--- src/rtl/flash_cmd_pkg.sv ---
// Package: shared types and key codes for the flash command decoder.
// Assumes: key codes are compared on the low data byte only.
package flash_cmd_pkg;

    // Sequence position of the decoder.
    typedef enum logic [2:0] {
        ST_IDLE   = 3'd0,
        ST_KEY1   = 3'd1,
        ST_KEY2   = 3'd2,
        ST_ARMED  = 3'd3,
        ST_EXT0   = 3'd4,
        ST_EXT1   = 3'd5,
        ST_EXT2   = 3'd6
    } seq_state_t;

    // Command issued; the value minus one is the pulse index at the top.
    typedef enum logic [2:0] {
        CMD_NONE   = 3'd0,
        CMD_PROG   = 3'd1,
        CMD_CHIP   = 3'd2,
        CMD_MAIN   = 3'd3,
        CMD_LOCK   = 3'd4,
        CMD_ID_IN  = 3'd5,
        CMD_ID_OUT = 3'd6
    } cmd_t;

    localparam int NUM_CMD = 6;

    localparam logic [7:0] CODE_KEY_A   = 8'hAA;
    localparam logic [7:0] CODE_KEY_B   = 8'h55;
    localparam logic [7:0] CODE_PROG    = 8'hA0;
    localparam logic [7:0] CODE_EXTEND  = 8'h80;
    localparam logic [7:0] CODE_ID_IN   = 8'h90;
    localparam logic [7:0] CODE_ESCAPE  = 8'hF0;
    localparam logic [7:0] CODE_CHIP    = 8'h10;
    localparam logic [7:0] CODE_MAIN    = 8'h30;
    localparam logic [7:0] CODE_LOCK    = 8'h40;

endpackage

--- src/rtl/flash_cycle_classify.sv ---
// Module: classifies one write cycle against the two key addresses.
// Assumes: the top bit of the address is a don't-care and is not passed in.
module flash_cycle_classify #(
    parameter int          CMP_W     = 15,
    parameter logic [15:0] KEY_ADDR_A = 16'h5555,
    parameter logic [15:0] KEY_ADDR_B = 16'h2AAA
) (
    input  logic [CMP_W-1:0] addr_i,
    output logic             at_a_o,
    output logic             at_b_o
);

    // Compare the significant address bits with both key addresses.
    always_comb begin
        at_a_o = (addr_i == KEY_ADDR_A[CMP_W-1:0]);
        at_b_o = (addr_i == KEY_ADDR_B[CMP_W-1:0]);
    end

endmodule

--- src/rtl/flash_seq_fsm.sv ---
// Module: unlock sequence state machine; issues one registered command per
// accepted write and captures the program target.
// Assumes: wr_stb_i is high for exactly one cycle per bus write.
module flash_seq_fsm
    import flash_cmd_pkg::*;
#(
    parameter int ADDR_W = 16,
    parameter int DATA_W = 16
) (
    input  logic              clk,
    input  logic              rst_n,
    input  logic              wr_stb_i,
    input  logic              oe_n_i,
    input  logic              busy_i,
    input  logic              at_a_i,
    input  logic              at_b_i,
    input  logic [ADDR_W-1:0] wr_addr_i,
    input  logic [DATA_W-1:0] wr_data_i,
    output cmd_t              cmd_o,
    output logic [ADDR_W-1:0] prog_addr_o,
    output logic [DATA_W-1:0] prog_data_o
);

    seq_state_t state_q, state_d;
    cmd_t       cmd_q, cmd_d;
    logic [ADDR_W-1:0] prog_addr_q;
    logic [DATA_W-1:0] prog_data_q;
    logic       accept;
    logic [7:0] code;
    seq_state_t restart;

    // A write only counts when output enable is high and the engine is idle.
    always_comb begin
        accept  = wr_stb_i && oe_n_i && !busy_i;
        code    = wr_data_i[7:0];
        restart = (at_a_i && code == CODE_KEY_A) ? ST_KEY1 : ST_IDLE;
    end

    // Next state and command for the current write.
    always_comb begin
        state_d = state_q;
        cmd_d   = CMD_NONE;
        if (accept) begin
            if (state_q == ST_ARMED) begin
                cmd_d   = CMD_PROG;
                state_d = ST_IDLE;
            end else if (code == CODE_ESCAPE) begin
                cmd_d   = CMD_ID_OUT;
                state_d = ST_IDLE;
            end else begin
                unique case (state_q)
                    ST_IDLE: state_d = restart;
                    ST_KEY1: state_d = (at_b_i && code == CODE_KEY_B) ? ST_KEY2 : restart;
                    ST_KEY2: begin
                        state_d = restart;
                        if (at_a_i) begin
                            if (code == CODE_PROG)   state_d = ST_ARMED;
                            if (code == CODE_EXTEND) state_d = ST_EXT0;
                            if (code == CODE_ID_IN) begin
                                cmd_d   = CMD_ID_IN;
                                state_d = ST_IDLE;
                            end
                        end
                    end
                    ST_EXT0: state_d = (at_a_i && code == CODE_KEY_A) ? ST_EXT1 : restart;
                    ST_EXT1: state_d = (at_b_i && code == CODE_KEY_B) ? ST_EXT2 : restart;
                    ST_EXT2: begin
                        state_d = restart;
                        if (at_a_i) begin
                            if (code == CODE_CHIP) cmd_d = CMD_CHIP;
                            if (code == CODE_MAIN) cmd_d = CMD_MAIN;
                            if (code == CODE_LOCK) cmd_d = CMD_LOCK;
                            if (cmd_d != CMD_NONE) state_d = ST_IDLE;
                        end
                    end
                    default: state_d = ST_IDLE;
                endcase
            end
        end
    end

    // Register sequence state and the one-cycle command.
    always_ff @(posedge clk) begin
        if (!rst_n) begin
            state_q <= ST_IDLE;
            cmd_q   <= CMD_NONE;
        end else begin
            state_q <= state_d;
            cmd_q   <= cmd_d;
        end
    end

    // Capture the program target on the write that completes a program.
    always_ff @(posedge clk) begin
        if (!rst_n) begin
            prog_addr_q <= '0;
            prog_data_q <= '0;
        end else if (cmd_d == CMD_PROG) begin
            prog_addr_q <= wr_addr_i;
            prog_data_q <= wr_data_i;
        end
    end

    assign cmd_o       = cmd_q;
    assign prog_addr_o = prog_addr_q;
    assign prog_data_o = prog_data_q;

    // a strobe during busy neither moves the sequence nor issues a command.
    assert_busy_ignored_R9: assert property (@(posedge clk) disable iff (!rst_n)
        (wr_stb_i && busy_i) |=> ($stable(state_q) && cmd_q == CMD_NONE));

    // a strobe with output enable low is ignored.
    assert_oe_ignored_R8: assert property (@(posedge clk) disable iff (!rst_n)
        (wr_stb_i && !oe_n_i) |=> ($stable(state_q) && cmd_q == CMD_NONE));

    // program only follows the armed state.
    assert_prog_from_armed_R2: assert property (@(posedge clk) disable iff (!rst_n)
        (cmd_q == CMD_PROG) |-> $past(state_q == ST_ARMED));

    // erase and lockout only follow the full six-write unlock.
    assert_erase_from_ext_R4: assert property (@(posedge clk) disable iff (!rst_n)
        (cmd_q == CMD_CHIP || cmd_q == CMD_MAIN || cmd_q == CMD_LOCK)
        |-> $past(state_q == ST_EXT2));

    // every command follows an accepted write strobe.
    assert_cmd_after_write_R10: assert property (@(posedge clk) disable iff (!rst_n)
        (cmd_q != CMD_NONE) |-> $past(wr_stb_i && oe_n_i && !busy_i));

endmodule

--- src/rtl/flash_id_mode.sv ---
// Module: identification-mode flag and the identification read mux.
// Assumes: set and clear pulses come from the sequence decoder, never together.
module flash_id_mode #(
    parameter int          OFS_W    = 15,
    parameter int          DATA_W   = 16,
    parameter logic [15:0] MFR_CODE = 16'h001F,
    parameter logic [15:0] DEV_CODE = 16'h0087
) (
    input  logic              clk,
    input  logic              rst_n,
    input  logic              id_set_i,
    input  logic              id_clr_i,
    input  logic              lock_status_i,
    input  logic [OFS_W-1:0]  rd_offset_i,
    output logic              id_mode_o,
    output logic [DATA_W-1:0] id_rd_data_o
);

    logic id_mode_q;

    // Hold the mode flag; reset always leaves identification mode.
    always_ff @(posedge clk) begin
        if (!rst_n)        id_mode_q <= 1'b0;
        else if (id_set_i) id_mode_q <= 1'b1;
        else if (id_clr_i) id_mode_q <= 1'b0;
    end

    // Select the identification word for the requested offset.
    always_comb begin
        id_rd_data_o = '0;
        if (id_mode_q) begin
            if (rd_offset_i == OFS_W'(0)) id_rd_data_o = MFR_CODE[DATA_W-1:0];
            if (rd_offset_i == OFS_W'(1)) id_rd_data_o = DEV_CODE[DATA_W-1:0];
            if (rd_offset_i == OFS_W'(2)) id_rd_data_o = {{(DATA_W-1){1'b0}}, lock_status_i};
        end
    end

    assign id_mode_o = id_mode_q;

    // the flag rises only after an entry pulse.
    assert_id_rise_R11: assert property (@(posedge clk) disable iff (!rst_n)
        $rose(id_mode_q) |-> $past(id_set_i));

    // outside reset the flag falls only after an exit pulse.
    assert_id_fall_R11: assert property (@(posedge clk) disable iff (!rst_n)
        ($fell(id_mode_q) && $past(rst_n)) |-> $past(id_clr_i));

endmodule

--- src/rtl/flash_cmd_decoder.sv ---
// Module: top of the flash unlock command decoder. Classifies each write,
// runs the sequence machine, fans the command out to one-hot pulses and
// keeps the identification mode.
// Assumes: synchronous single-cycle write strobes from the bus front end.
module flash_cmd_decoder
    import flash_cmd_pkg::*;
#(
    parameter int          ADDR_W     = 16,
    parameter int          DATA_W     = 16,
    parameter logic [15:0] KEY_ADDR_A = 16'h5555,
    parameter logic [15:0] KEY_ADDR_B = 16'h2AAA,
    parameter logic [15:0] MFR_CODE   = 16'h001F,
    parameter logic [15:0] DEV_CODE   = 16'h0087
) (
    input  logic              clk,
    input  logic              rst_n,
    input  logic              wr_stb_i,
    input  logic [ADDR_W-1:0] wr_addr_i,
    input  logic [DATA_W-1:0] wr_data_i,
    input  logic              oe_n_i,
    input  logic              busy_i,
    input  logic              lock_status_i,
    input  logic [ADDR_W-2:0] rd_offset_i,
    output logic              cmd_prog_o,
    output logic [ADDR_W-1:0] prog_addr_o,
    output logic [DATA_W-1:0] prog_data_o,
    output logic              cmd_chip_erase_o,
    output logic              cmd_main_erase_o,
    output logic              cmd_lockout_o,
    output logic              cmd_id_enter_o,
    output logic              cmd_id_exit_o,
    output logic              id_mode_o,
    output logic [DATA_W-1:0] id_rd_data_o
);

    localparam int CMP_W = ADDR_W - 1;

    logic at_a, at_b;
    cmd_t cmd;
    logic [NUM_CMD-1:0] pulse_vec;

    flash_cycle_classify #(
        .CMP_W      (CMP_W),
        .KEY_ADDR_A (KEY_ADDR_A),
        .KEY_ADDR_B (KEY_ADDR_B)
    ) i_classify (
        .addr_i (wr_addr_i[CMP_W-1:0]),
        .at_a_o (at_a),
        .at_b_o (at_b)
    );

    flash_seq_fsm #(
        .ADDR_W (ADDR_W),
        .DATA_W (DATA_W)
    ) i_fsm (
        .clk         (clk),
        .rst_n       (rst_n),
        .wr_stb_i    (wr_stb_i),
        .oe_n_i      (oe_n_i),
        .busy_i      (busy_i),
        .at_a_i      (at_a),
        .at_b_i      (at_b),
        .wr_addr_i   (wr_addr_i),
        .wr_data_i   (wr_data_i),
        .cmd_o       (cmd),
        .prog_addr_o (prog_addr_o),
        .prog_data_o (prog_data_o)
    );

    // One pulse line per command code.
    for (genvar k = 0; k < NUM_CMD; k++) begin : g_pulse
        assign pulse_vec[k] = (cmd == cmd_t'(k + 1));
    end

    assign cmd_prog_o       = pulse_vec[0];
    assign cmd_chip_erase_o = pulse_vec[1];
    assign cmd_main_erase_o = pulse_vec[2];
    assign cmd_lockout_o    = pulse_vec[3];
    assign cmd_id_enter_o   = pulse_vec[4];
    assign cmd_id_exit_o    = pulse_vec[5];

    flash_id_mode #(
        .OFS_W    (CMP_W),
        .DATA_W   (DATA_W),
        .MFR_CODE (MFR_CODE),
        .DEV_CODE (DEV_CODE)
    ) i_id (
        .clk           (clk),
        .rst_n         (rst_n),
        .id_set_i      (pulse_vec[4]),
        .id_clr_i      (pulse_vec[5]),
        .lock_status_i (lock_status_i),
        .rd_offset_i   (rd_offset_i),
        .id_mode_o     (id_mode_o),
        .id_rd_data_o  (id_rd_data_o)
    );

    // at most one command pulse per cycle.
    assert_one_cmd_R10: assert property (@(posedge clk) disable iff (!rst_n)
        $onehot0(pulse_vec));

endmodule

--- config.mk ---
export PLATFORM = sky130hd
export DESIGN_NAME = flash_cmd_decoder
export DESIGN_NICKNAME = d
export VERILOG_FILES = /design/src/rtl/flash_cmd_pkg.sv /design/src/rtl/flash_cycle_classify.sv /design/src/rtl/flash_seq_fsm.sv /design/src/rtl/flash_id_mode.sv /design/src/rtl/flash_cmd_decoder.sv
export SDC_FILE = /design/constraint.sdc
export NUM_CORES = 1
export LEC_CHECK = 0
export BUFFER_PORTS_ARGS = -buffer_cell sky130_fd_sc_hd__buf_2
export CAP_MARGIN = 25
export CORE_UTILIZATION = 44
export DETAILED_ROUTE_END_ITERATION = 8
export GPL_TIMING_DRIVEN = 0
export PLACE_DENSITY = 0.85
export REMOVE_ABC_BUFFERS = 1
export SYNTH_ARGS = -nofsm -noshare
export SYNTH_HDL_FRONTEND = slang
export SYNTH_SLANG_ARGS = --single-unit
--- constraint.sdc ---
create_clock -name clk -period 2.3 [get_ports clk]
set_clock_uncertainty 0.2 [all_clocks]
set_input_delay 0 -clock clk [delete_from_list [all_inputs] [get_ports clk]]
set_output_delay 0 -clock clk [all_outputs]
set_load 0.01 [all_outputs]
==> run metrics <==
outcome=finished clean; Worst Path Arrival=2.12 ns; Max-Cap Viols=0; synthesized area=1950 µm²; Syn Area/Cell=8.16 µm²; post-CTS setup repair buffer count=0; TritonRoute pass-1 iters=4; YS warnings=0; prevailing post-synth register cell=dfxtp_1; Reg2Reg Depth=4; Initial Utilization=47.4%; Worst Setup SP=wr_addr_i[3]; Async SR Flop Fraction=0%; post-layout util=69.5%; nets@finish=412; RePlAce Congestion=0.901; crit end category=flop; CP startpoint kind=input port; initial antenna violation count=0; worst-case clock buffer depth=2; post-route insts no fill=410; CTS clk-pin slew, worst paths=0.07 ns; Worst VDD drop=450 µV; Die Width=68.6 µm; Netlist cell types=40; worst r2r dst=i_fsm.prog_data_o[11]; clk sinks=39; GR Overflow Total=0; Final Slew Violations=0; largest net degree at the start of global routing=38; H-tree levels=2; vias in the first global route=1948; wire per inst=14.9 µm; Final Cycle Share=91.9%; share of cells above drive strength 1=30.6%; first-pass GRT wire length=8.94 mm; Antenna Cells=0; Skew-Pair Late Insertion Delay=0.29 ns; Area growth syn-to-layout=46.6%; Residual DRC=0; Worst R2R Start=i_fsm.state_q[0]; GRT Total Usage=26.0%; Area contributors post-synth=dfxtp_1 40%, nand2_1 13%, a21boi_0 9.2%, buf_4 4.6%, nor4bb_1 3.6%; upper clock frequency limit=473 MHz; r2r setup slk=0.30 ns; ANT nets after route=0; placed cell count=370; Setup Viol. Count Final=0; RSZ-0062 raised after global routing=no; overall routed net length=6.13 mm; DP HPWL=3.82 mm; commonest non-fill, non-tap cell in the layout=buf_2; Cell Rows=23; post-synthesis sequential area ratio=40.0%; number of synthesized flops with an enable pin=0; number of synthesized register bits=39; PD cells=494 nW/µm²; clock period minus worst slack=2.11 ns; IO Port Bufs=97; core area=4120 µm²; Leak=1.23 nW; IO Count=108; most frequent cells in the layout=97 x buf_2, 70 x nand2_1, 39 x dfxtp_1; final hold vios=0; Via density=5.41; largest area contributor in the netlist=dfxtp_1; Crit Path Max Fanout=4; critical path class=input port to flop; slew of the pin with the lowest slew margin=0.627 ns; Setup crit end=i_fsm.state_q[2]; post-synth top area share=40.0%; root buffer cell=clkbuf_8; worst hold path class=input port to flop; required time of the critical path=2.31 ns; CTS tree=built; First DRT Iteration DRCs=163; vias=2219; Post-Syn Instances=239; Rel. slew slack=57.6%; die height=68.6 µm; die area=4700 µm²; Num CTS Buffers=5
## worst max-delay path, cell delays in order
cell	delay, ns
dlygate4sd3_1	0.54
buf_2	0.14
nor4bb_1	0.39
nor4bb_1	0.57
nand3b_1	0.26
o22ai_1	0.23
## final cells by class
type / instances / area, µm²
sequential: 39 / 781
clock inverter: 2 / 35.0
multi-input combinational: 182 / 1060
inverter: 1 / 3.75
timing repair buffer: 130 / 833
tap: 50 / 62.6
clock buffer: 6 / 82.6
fill: 318 / 1250
## power breakdown
group / switching (mW) / internal, mW
Combinational: 0.0663 / 0.0880
Clock: 0.234 / 0.351
Sequential: 0.0000119 / 0.675
Total: 0.300 / 1.11
## worst min path at each step
stage / from / slack, ns / end / depth (start not counted)
floorplan: rd_offset_i[1] / -0.12 / id_rd_data_o[0] / 1
global placement: wr_data_i[12] / 0.05 / i_fsm.prog_data_o[12] / 3
CTS: rst_n / 0.02 / i_fsm.cmd_o[0] / 3
finish: rst_n / 0.02 / i_fsm.cmd_o[0] / 3
global route: rst_n / 0.06 / i_id.id_mode_o / 2
detailed placement: wr_addr_i[15] / 0.06 / i_fsm.prog_addr_o[15] / 3
## Yosys cell counts (2+ instances only)
library cell / count
a21boi_1: 8
nand4b_1: 4
nor4_1: 3
nand3b_1: 2
nand2_1: 70
nand2b_1: 2
and3b_1: 4
clkbuf_1: 12
a21oi_1: 6
nor2b_1: 2
or4_1: 2
nand4_1: 6
buf_4: 12
dfxtp_1: 39
nor4bb_1: 7
buf_2: 2
nor2_1: 6
nand4bb_1: 3
nor3b_1: 4
a21boi_0: 24
and2_1: 2
## routing by layer
layer / routed length (µm) / up-vias / GRT usage (%)
met4: 129 / 0 / 7.81
met3: 407 / 17 / 4.44
met2: 3270 / 126 / 49.9
met5: 0 / - / 0
met1: 2320 / 1024 / 28.7
li1: - / 1052 / -
## sequential cells by signal (all words and copies together) (netlist names)
name / cells
i_id.id_mode_o: 1
i_fsm.cmd_o: 3
i_fsm.state_q: 3
i_fsm.prog_data_o: 16
i_fsm.prog_addr_o: 16
## cells by family after synthesis
kind of cell	Yosys count	share of synthesized area [%]
compound gates	47	17.3
other cells	1	0.192
buf+inv	27	7.63
simple gates	125	34.9
flops	39	40.0
## what timing repair did
action / 4_1_cts / 5_1_grt
hold endpoints to repair: 38 / 0
gates resized for setup: 0 / 1
setup endpoints to repair: 0 / 1
hold buffers: 32 / 0
## per-stage QoR
stage / setup TNS [ns] / cell area, µm² / setup slack (ns) / power, mW / hold slack, ns
3_3_place_gp: -10.35 / 2390 / -0.347 / 0.795 / 0.0509
6_report: 0 / 2860 / 0.187 / 1.41 / 0.0171
5_1_grt: 0 / 2860 / 0.135 / 1.45 / 0.0568
2_1_floorplan: 0 / 1840 / 0.355 / 0.724 / -0.123
4_1_cts: 0 / 2860 / 0.170 / 1.41 / 0.0202
3_5_place_dp: 0 / 2420 / 0.202 / 0.796 / 0.0599
Power figures use the tool's default switching activity.
